File: src/rtl/gpio_ovr_pkg.sv
package gpio_ovr_pkg;
  // register offsets decoded by the control module
  localparam int OFS_DATA = 0;
  localparam int OFS_DIR  = 1;

  // strobes passed from control to datapath
  typedef struct packed {
    logic wrData;
    logic wrDir;
    logic rdData;
    logic rdDir;
  } portStrobe_t;
endpackage

File: src/rtl/gpio_ovr_ctrl.sv
module gpio_ovr_ctrl
  import gpio_ovr_pkg::*;
#(
  parameter int ADDR_W = 2
) (
  input  logic [ADDR_W-1:0] regAddr,
  input  logic              regWrEn,
  output portStrobe_t       strobe
);
  localparam logic [ADDR_W-1:0] DATA_ADDR = ADDR_W'(OFS_DATA);
  localparam logic [ADDR_W-1:0] DIR_ADDR  = ADDR_W'(OFS_DIR);

  logic hitData;
  logic hitDir;

  always_comb begin
    hitData = (regAddr == DATA_ADDR);
    hitDir  = (regAddr == DIR_ADDR);
  end

  always_comb begin
    strobe.wrData = regWrEn & hitData;
    strobe.wrDir  = regWrEn & hitDir;
    strobe.rdData = hitData;
    strobe.rdDir  = hitDir;
  end
endmodule

File: src/rtl/gpio_ovr_datapath.sv
module gpio_ovr_datapath
  import gpio_ovr_pkg::*;
#(
  parameter int WIDTH       = 8,
  parameter int SYNC_STAGES = 2
) (
  input  logic             clk,
  input  logic             rst,
  input  portStrobe_t      strobe,
  input  logic [WIDTH-1:0] wrData,
  input  logic [WIDTH-1:0] ovrEn,
  input  logic [WIDTH-1:0] ovrVal,
  input  logic [WIDTH-1:0] pinIn,
  output logic [WIDTH-1:0] pinOe,
  output logic [WIDTH-1:0] pinOut,
  output logic [WIDTH-1:0] rdData
);
  localparam int LAST_STAGE = SYNC_STAGES - 1;

  logic [WIDTH-1:0] dataLatch;
  logic [WIDTH-1:0] dirBits;
  logic [WIDTH-1:0] syncStage [SYNC_STAGES];
  logic [WIDTH-1:0] pinSeen;
  logic [WIDTH-1:0] drvOe;
  logic [WIDTH-1:0] drvVal;
  logic [WIDTH-1:0] portView;

  // software-visible registers
  always_ff @(posedge clk) begin
    if (rst) begin
      dataLatch <= '0;
      dirBits   <= '0;
    end else begin
      if (strobe.wrData) dataLatch <= wrData;
      if (strobe.wrDir)  dirBits   <= wrData;
    end
  end

  // input synchronizer chain
  genvar s;
  generate
    for (s = 0; s < SYNC_STAGES; s++) begin : g_sync
      if (s == 0) begin : g_first
        always_ff @(posedge clk) begin
          if (rst) syncStage[0] <= '0;
          else     syncStage[0] <= pinIn;
        end
      end else begin : g_next
        always_ff @(posedge clk) begin
          if (rst) syncStage[s] <= '0;
          else     syncStage[s] <= syncStage[s-1];
        end
      end
    end
  endgenerate

  assign pinSeen = syncStage[LAST_STAGE];

  // per-bit driver selection and read-back view
  genvar b;
  generate
    for (b = 0; b < WIDTH; b++) begin : g_bit
      assign drvOe[b]    = ovrEn[b] | dirBits[b];
      assign drvVal[b]   = ovrEn[b] ? ovrVal[b] : dataLatch[b];
      assign portView[b] = drvOe[b] ? drvVal[b] : pinSeen[b];
    end
  endgenerate

  assign pinOe  = drvOe;
  assign pinOut = drvVal;

  always_comb begin
    if (strobe.rdData)     rdData = portView;
    else if (strobe.rdDir) rdData = dirBits;
    else                   rdData = '0;
  end
endmodule

File: src/rtl/gpio_ovr_port.sv
module gpio_ovr_port
  import gpio_ovr_pkg::*;
#(
  parameter int WIDTH       = 8,
  parameter int ADDR_W      = 2,
  parameter int SYNC_STAGES = 2
) (
  input  logic              clk,
  input  logic              rst,
  input  logic [ADDR_W-1:0] regAddr,
  input  logic              regWrEn,
  input  logic [WIDTH-1:0]  regWrData,
  output logic [WIDTH-1:0]  regRdData,
  input  logic [WIDTH-1:0]  ovrEn,
  input  logic [WIDTH-1:0]  ovrVal,
  input  logic [WIDTH-1:0]  pinIn,
  output logic [WIDTH-1:0]  pinOe,
  output logic [WIDTH-1:0]  pinOut
);
  portStrobe_t strobe;

  gpio_ovr_ctrl #(.ADDR_W(ADDR_W)) ctrl_i (
    .regAddr (regAddr),
    .regWrEn (regWrEn),
    .strobe  (strobe)
  );

  gpio_ovr_datapath #(.WIDTH(WIDTH), .SYNC_STAGES(SYNC_STAGES)) dp_i (
    .clk    (clk),
    .rst    (rst),
    .strobe (strobe),
    .wrData (regWrData),
    .ovrEn  (ovrEn),
    .ovrVal (ovrVal),
    .pinIn  (pinIn),
    .pinOe  (pinOe),
    .pinOut (pinOut),
    .rdData (regRdData)
  );
endmodule

File: config.mk
export PLATFORM = sky130hd
export DESIGN_NAME = gpio_ovr_port
export DESIGN_NICKNAME = d
export VERILOG_FILES = /design/src/rtl/gpio_ovr_pkg.sv /design/src/rtl/gpio_ovr_ctrl.sv /design/src/rtl/gpio_ovr_datapath.sv /design/src/rtl/gpio_ovr_port.sv
export SDC_FILE = /design/constraint.sdc
export NUM_CORES = 1
export LEC_CHECK = 0
export ABC_AREA = 0
export BUFFER_PORTS_ARGS = -buffer_cell sky130_fd_sc_hd__buf_2
export CAP_MARGIN = 20
export CELL_PAD_IN_SITES_DETAIL_PLACEMENT = 1
export CELL_PAD_IN_SITES_GLOBAL_PLACEMENT = 2
export CORE_MARGIN = 3
export CORE_UTILIZATION = 27
export CTS_CLUSTER_SIZE = 40
export DETAILED_ROUTE_END_ITERATION = 8
export PLACE_DENSITY = 0.83
export SLEW_MARGIN = 0
export SYNTH_ARGS = -nofsm -noshare
export SYNTH_HDL_FRONTEND = slang
export SYNTH_HIERARCHICAL = 1
export SYNTH_SLANG_ARGS = --single-unit
File: constraint.sdc
create_clock -name clk -period 0.85 [get_ports clk]
set_input_delay 0 -clock clk [delete_from_list [all_inputs] [get_ports clk]]
set_output_delay 0 -clock clk [all_outputs]
set_load 0.1 [all_outputs]
==> results of run 1 <==
Yosys cell counts, drive strengths merged:
| cell type | instances | share of area |
|---|---|---|
| dfxtp | 32 | 0.43 |
| nor3b | 1 | 0.0051 |
| nor2b | 15 | 0.065 |
| and2b | 3 | 0.016 |
| or2 | 8 | 0.034 |
| clkbuf | 3 | 0.0076 |
| buf | 6 | 0.038 |
| o21ai | 8 | 0.032 |
| nand3 | 8 | 0.027 |
| o211ai | 8 | 0.047 |
| nand2 | 8 | 0.022 |
| nor2 | 17 | 0.043 |
| and3b | 9 | 0.058 |
| mux2i | 16 | 0.11 |
| mux2 | 8 | 0.061 |
final timing paths:
path / cells after the start / start / slack, ns / to
setup reg to reg: 4 / dp_i/dataLatch[5] / 0.03 / dp_i/dataLatch[5]
hold reg to reg: 1 / dp_i/syncStage[0][1] / 0.44 / dp_i/syncStage[1][1]
hold / removal: 3 / regWrData[1] / -0.007 / dp_i/dataLatch[1]
setup / recovery: 4 / dp_i/dataLatch[3] / -0.50 / regRdData[3]
final cells by class:
cell class / instances / area share
Clock buffer: 5 / 0.0242
Multi-Input combinational cell: 109 / 0.300
Sequential cell: 32 / 0.232
Tap cell: 70 / 0.0308
Timing Repair Buffer: 111 / 0.413
flip-flops by register name, summed over array words and instances, names as in the netlist:
signal          cells
dp_i/syncStage     16
dp_i/dataLatch      8
dp_i/dirBits        8
stage by stage:
stage | TNS, ns | power [uW] | area, um2 | hold WS, ns | instances
after floorplan | -8.81 | 2370 | 1520 | 0.0716 | 150
after global placement | -6.16 | 2910 | 2450 | 0.208 | 305
after detailed placement | -7.11 | 2930 | 2450 | 0.216 | 305
after CTS | -8.04 | 4070 | 2830 | 0.00274 | 327
after global routing | -8.86 | 4240 | 2840 | 0.0158 | 327
final | -8.01 | 4060 | 2840 | -0.00731 | 327
where the power goes:
| part | leakage, uW | internal, uW | total (uW) | switching [uW] |
|---|---|---|---|---|
| logic | 0.000949 | 639 | 1450 | 807 |
| clock network | 0.0000359 | 527 | 1030 | 501 |
| registers | 0.000270 | 1570 | 1590 | 24.6 |
tightest hold or removal path, cell delays in order:
cell and delay [ns]:
buf_2 0.09, mux2i_1 0.06, nor2_1 0.08
what timing repair did:
item                       CTS  global route
hold endpoints to repair    17             0
pin swaps                    3             3
resized for setup           50            10
hold buffers                14             0
cloned                       0             0
setup endpoints to repair   24            25
setup buffers                4             6
metal layers:
layer	wire (um)	share of wire
met5	0	0
met4	24	0.0050
met3	203	0.042
met2	2520	0.52
met1	2090	0.43
logic make-up (layout without fill, tap and decap cells):
logic type,Yosys count,in the layout,synth area share
flip-flops,32,32,0.434
AND/OR/NAND/NOR,69,69,0.271
AO/OA/AOI/OAI,16,16,0.0797
buffers and inverters,9,116,0.0458
multiplexers,24,24,0.169
==> flow_summary.toml, run 1 <==
[logic_synthesis]
synth_cell_types = 25
yosys_warnings = 6
syn_nets = 187
seq_area_frac_synth = 0.434
syn_area_um2 = 1480
synth_area_per_cell_um2 = 9.84
synth_cells = 150
ys_seq_elements = 32

[place]
gp_congestion = 0.763
portBuffers = 60
dp_slack_ns = -0.624
dpl.hpwl_um = 3550

[die]
ios = 61
rows = 26
die_y_um = 79.9
die_area_um2 = 6390
coreArea_um2 = 5200
fp.dieW_um = 79.9
initial_core_util = 0.284

[cts]
clk_pin_slew_ns = 0.06
cts_tree = "built"
numCtsBuffers = 5
clock_latency_ns = 0.27
cts.sinks = 32
clockBufferDepth = 2
h-tree-depth = 2
cts_root_buf = "clkbuf_8"

[pwr]
p_leak_uw = 0.00125
ir_worst_vdd_v = 0.00149
powerDensity_nw_per_um2 = 1430

[timing]
finClkSkew_ns = 0.00132
setup_viol = 24
tightest_slew_ns = 0.328
grt_setup_unrepaired = "true"
layout_min_cycle_time_ns = 1.35
drv_slew = 0
setup_slack_ns = -0.503
hold_viol = 1
max_freq_mhz = 739
finalCritPeriodShare = 1.59
max_slew_margin = 0.780
hold_slack_ns = -0.00731

[final_layout]
final_cell_mix = "buf_2 (36), buf_12 (24), buf_4 (19)"
fin_nets = 296
final_common_cell = "buf_2"
n_antenna_cell = 0
sequential_cell_area_um2 = 661
multi_input_area_um2 = 853
n_fill_cell = 569
utilization = 0.546
drive_above_1_share = 0.580
area_growth_pct = 92.6

[grt]
grt_max_degree = 14
grt-busiest-layer = "met2"
gr-usage-met1 = 0.191
grt_util_met3 = 0.0372
overflow = 0
grt_util_all_layers = 0.157
grt_pass1_vias = 1625
grt_pass1_wl_um = 7770
antenna_found_initial = 0
grt_use_met2 = 0.277

[routing]
drt_pre_antenna_iters = 4
routedWlPerCell_um = 14.8
num_vias = 1454
drc_errors = 0
antenna_left = 0
wl_um = 4840
drt_iter0_drc = 29
routed_via_density = 4.45

[worst_setup_path]
cpMaxStageDelayCell = "dfxtp_2"
critPathLaunchType = "flip-flop"
crit_type = "flip-flop to output pin"
worstPathMaxFanout = 2
cp.required_ns = 0.85
slowest_delay_ns = 0.32
path_cells = "and3b_2 -> o21ai_1 -> o211ai_1 -> buf_12"
worst-path-buf-inv = 1
arrival_ns = 1.35
endpoint_kind = "output pin"
path_delay_family = "compound AO/OA/AOI/OAI gates"

[status]
violations = "hold timing, setup timing"
status = "finished, violations left"

[hold_path]
holdCritPathClass = "input port to flip-flop"

[flow_run]
maxCapViolations = 0
No activity file was read; power rests on OpenSTA's default activity.
==> run 2: changes to the inputs <==
--- a/config.mk
+++ b/config.mk
@@ -14,7 +14,7 @@
 export CORE_UTILIZATION = 27
 export CTS_CLUSTER_SIZE = 40
 export DETAILED_ROUTE_END_ITERATION = 8
-export PLACE_DENSITY = 0.83
+export PLACE_DENSITY_LB_ADDON = 0.1
 export SLEW_MARGIN = 0
 export SYNTH_ARGS = -nofsm -noshare
 export SYNTH_HDL_FRONTEND = slang
==> run 2 against run 1 <==
- the run ends with setup timing left
- combinational power barely moved
- via count rose by 4.7%
- first-iteration DRC count fell by 24%
- cell area rose by 3.8%
- sequential share of layout area fell by 0.85 points
- wire length rose by 3.6%
- largest cell class unchanged
- highest routed layer unchanged
==> flow_summary.toml, run 2 (synthesized netlist as in run 1, its figures left out) <==
[place]
dpl.hpwl_um = 3710
portBuffers = 60
gp_congestion = 0.689
dp_cells = 306
dp_slack_ns = -0.556

[pwr]
p_comb_frac = 0.315
intPower_uw = 3250
powerDensity_nw_per_um2 = 1570
power.share.switching = 0.298
p_clk_frac = 0.342
p_leak_uw = 0.00131
p_switching_uw = 1380
ir_worst_vdd_v = 0.000911
power.share.sequential = 0.343

[timing]
hold_viol = 0
layout_min_cycle_time_ns = 1.37
max_freq_mhz = 727
finalCritPeriodShare = 1.62
setup_slack_ns = -0.525
drv_slew = 0
finClkSkew_ns = 0.00669
setup_viol = 24
tightest_slew_ns = 0.353
setup_tns_ns = -8.29
max_slew_margin = 0.763
grt_setup_unrepaired = "true"

[die]
rows = 26
fp.dieW_um = 79.9
initial_core_util = 0.284
coreArea_um2 = 5200
die_area_um2 = 6390
die_y_um = 79.9
ios = 61

[routing]
num_vias = 1523
routedWlPerCell_um = 14.9
routed_via_density = 4.52
drt_pre_antenna_iters = 4
drt_iter0_drc = 22
drc_errors = 0
wl_um = 5010
antenna_left = 0

[worst_setup_path]
cpMaxStageDelayCell = "dfxtp_2"
arrival_ns = 1.37
crit_type = "flip-flop to output pin"
path_cells = "or2_4 -> o211ai_1 -> buf_12"
worst-path-buf-inv = 1
r2r_setup_slack_ns = 0.02
critPathLaunchType = "flip-flop"
cp.required_ns = 0.85
worstPathMaxFanout = 2
slowest_delay_ns = 0.33
path_delay_family = "flip-flops"
endpoint_kind = "output pin"

[status]
violations = "setup timing"
status = "finished, violations left"

[flow_run]
maxCapViolations = 0

[grt]
antenna_found_initial = 0
overflow = 0
grt_pass1_vias = 1663
grt_util_all_layers = 0.166
grt_max_degree = 13
grt_pass1_wl_um = 8090

[hold_path]
holdCritPathClass = "input port to flip-flop"

[cts]
h-tree-depth = 2
clk_pin_slew_ns = 0.07
clockBufferDepth = 2
cts_tree = "built"
cts.sinks = 32
numCtsBuffers = 5
clock_latency_ns = 0.28
cts_root_buf = "clkbuf_8"

[final_layout]
final_cell_mix = "buf_2 (36), buf_12 (26), buf_4 (22), buf_6 (18)"
n_fill_cell = 566
drive_above_1_share = 0.588
instances_no_fill = 337
fin_nets = 303
largest_reg_flops = 16
n_antenna_cell = 0
regMostFlops = "dp_i/syncStage"
area_growth_pct = 99.9
top_regs = "dp_i/syncStage: 16 flops, dp_i/dataLatch: 8 flops, dp_i/dirBits: 8 flops"
sequential_cell_area_um2 = 661
multi_input_area_um2 = 848
final_common_cell = "buf_2"
run 2: changes by cell type in the layout (fill, tap and decap cells not counted):
cell,previous run,this run
buf_4,19,22
nor2_2,0,1
buf_6,16,18
bufinv_16,0,1
clkbuf_8,5,7
dlygate4sd3_1,14,16
clkbuf_16,2,0
buf_12,24,26
nor2_4,1,0
run 2: cell type report:
class | count | share of cell area
clock inverters | 1 | 0.0102
multi-input cells | 109 | 0.287
well taps | 70 | 0.0297
repair buffers | 118 | 0.416
clock buffers | 7 | 0.0326
flip-flops and latches | 32 | 0.224
run 2: power by group through the flow:
stage | Sequential, uW | Clock, uW | Combinational (uW)
2_1_floorplan | 1610 | 0 | 760
3_3_place_gp | 1610 | 0 | 1310
3_5_place_dp | 1620 | 0 | 1340
4_1_cts | 1590 | 1620 | 1460
5_1_grt | 1600 | 1720 | 1530
6_report | 1590 | 1580 | 1460
run 2: repair_timing:
item,CTS,global route
setup buffers,8,8
endpoints found under the hold margin,21,0
resized for setup,42,8
pin swaps,5,7
hold buffers,16,0
endpoints found under the setup margin,24,27
run 2: worst paths after layout:
check                  startpoint                   end  depth (start not counted)
max reg2reg     dp_i/dataLatch[4]     dp_i/dataLatch[4]                          4
max               dp_i/dirBits[2]          regRdData[2]                          3
min reg2reg  dp_i/syncStage[0][5]  dp_i/syncStage[1][5]                          1
min                           rst       dp_i/dirBits[4]                          2
run 2: stage by stage:
step,power [uW],hold slack [ns],utilization,instance area (um2)
finish,4630,0.0239,0.567,2950
global route,4850,0.0306,0.567,2950
CTS,4680,0.0359,0.564,2940
detailed placement,2950,0.219,0.479,2490
global placement,2920,0.209,0.479,2490
floorplan,2370,0.0716,-,1520
run 2: routing by layer:
layer	vias up	global-route usage	share of wire
met4	0	0.0355	0.0040
met2	35	0.312	0.55
met1	746	0.187	0.40
li1	740	-	-
met3	2	0.0384	0.041
met5	-	0	0
run 2: worst register-to-register path, stage by stage (launching register included):
cell	delay (ns)
dfxtp_2	0.33
buf_6	0.11
buf_6	0.10
mux2i_1	0.12
nor2_1	0.06
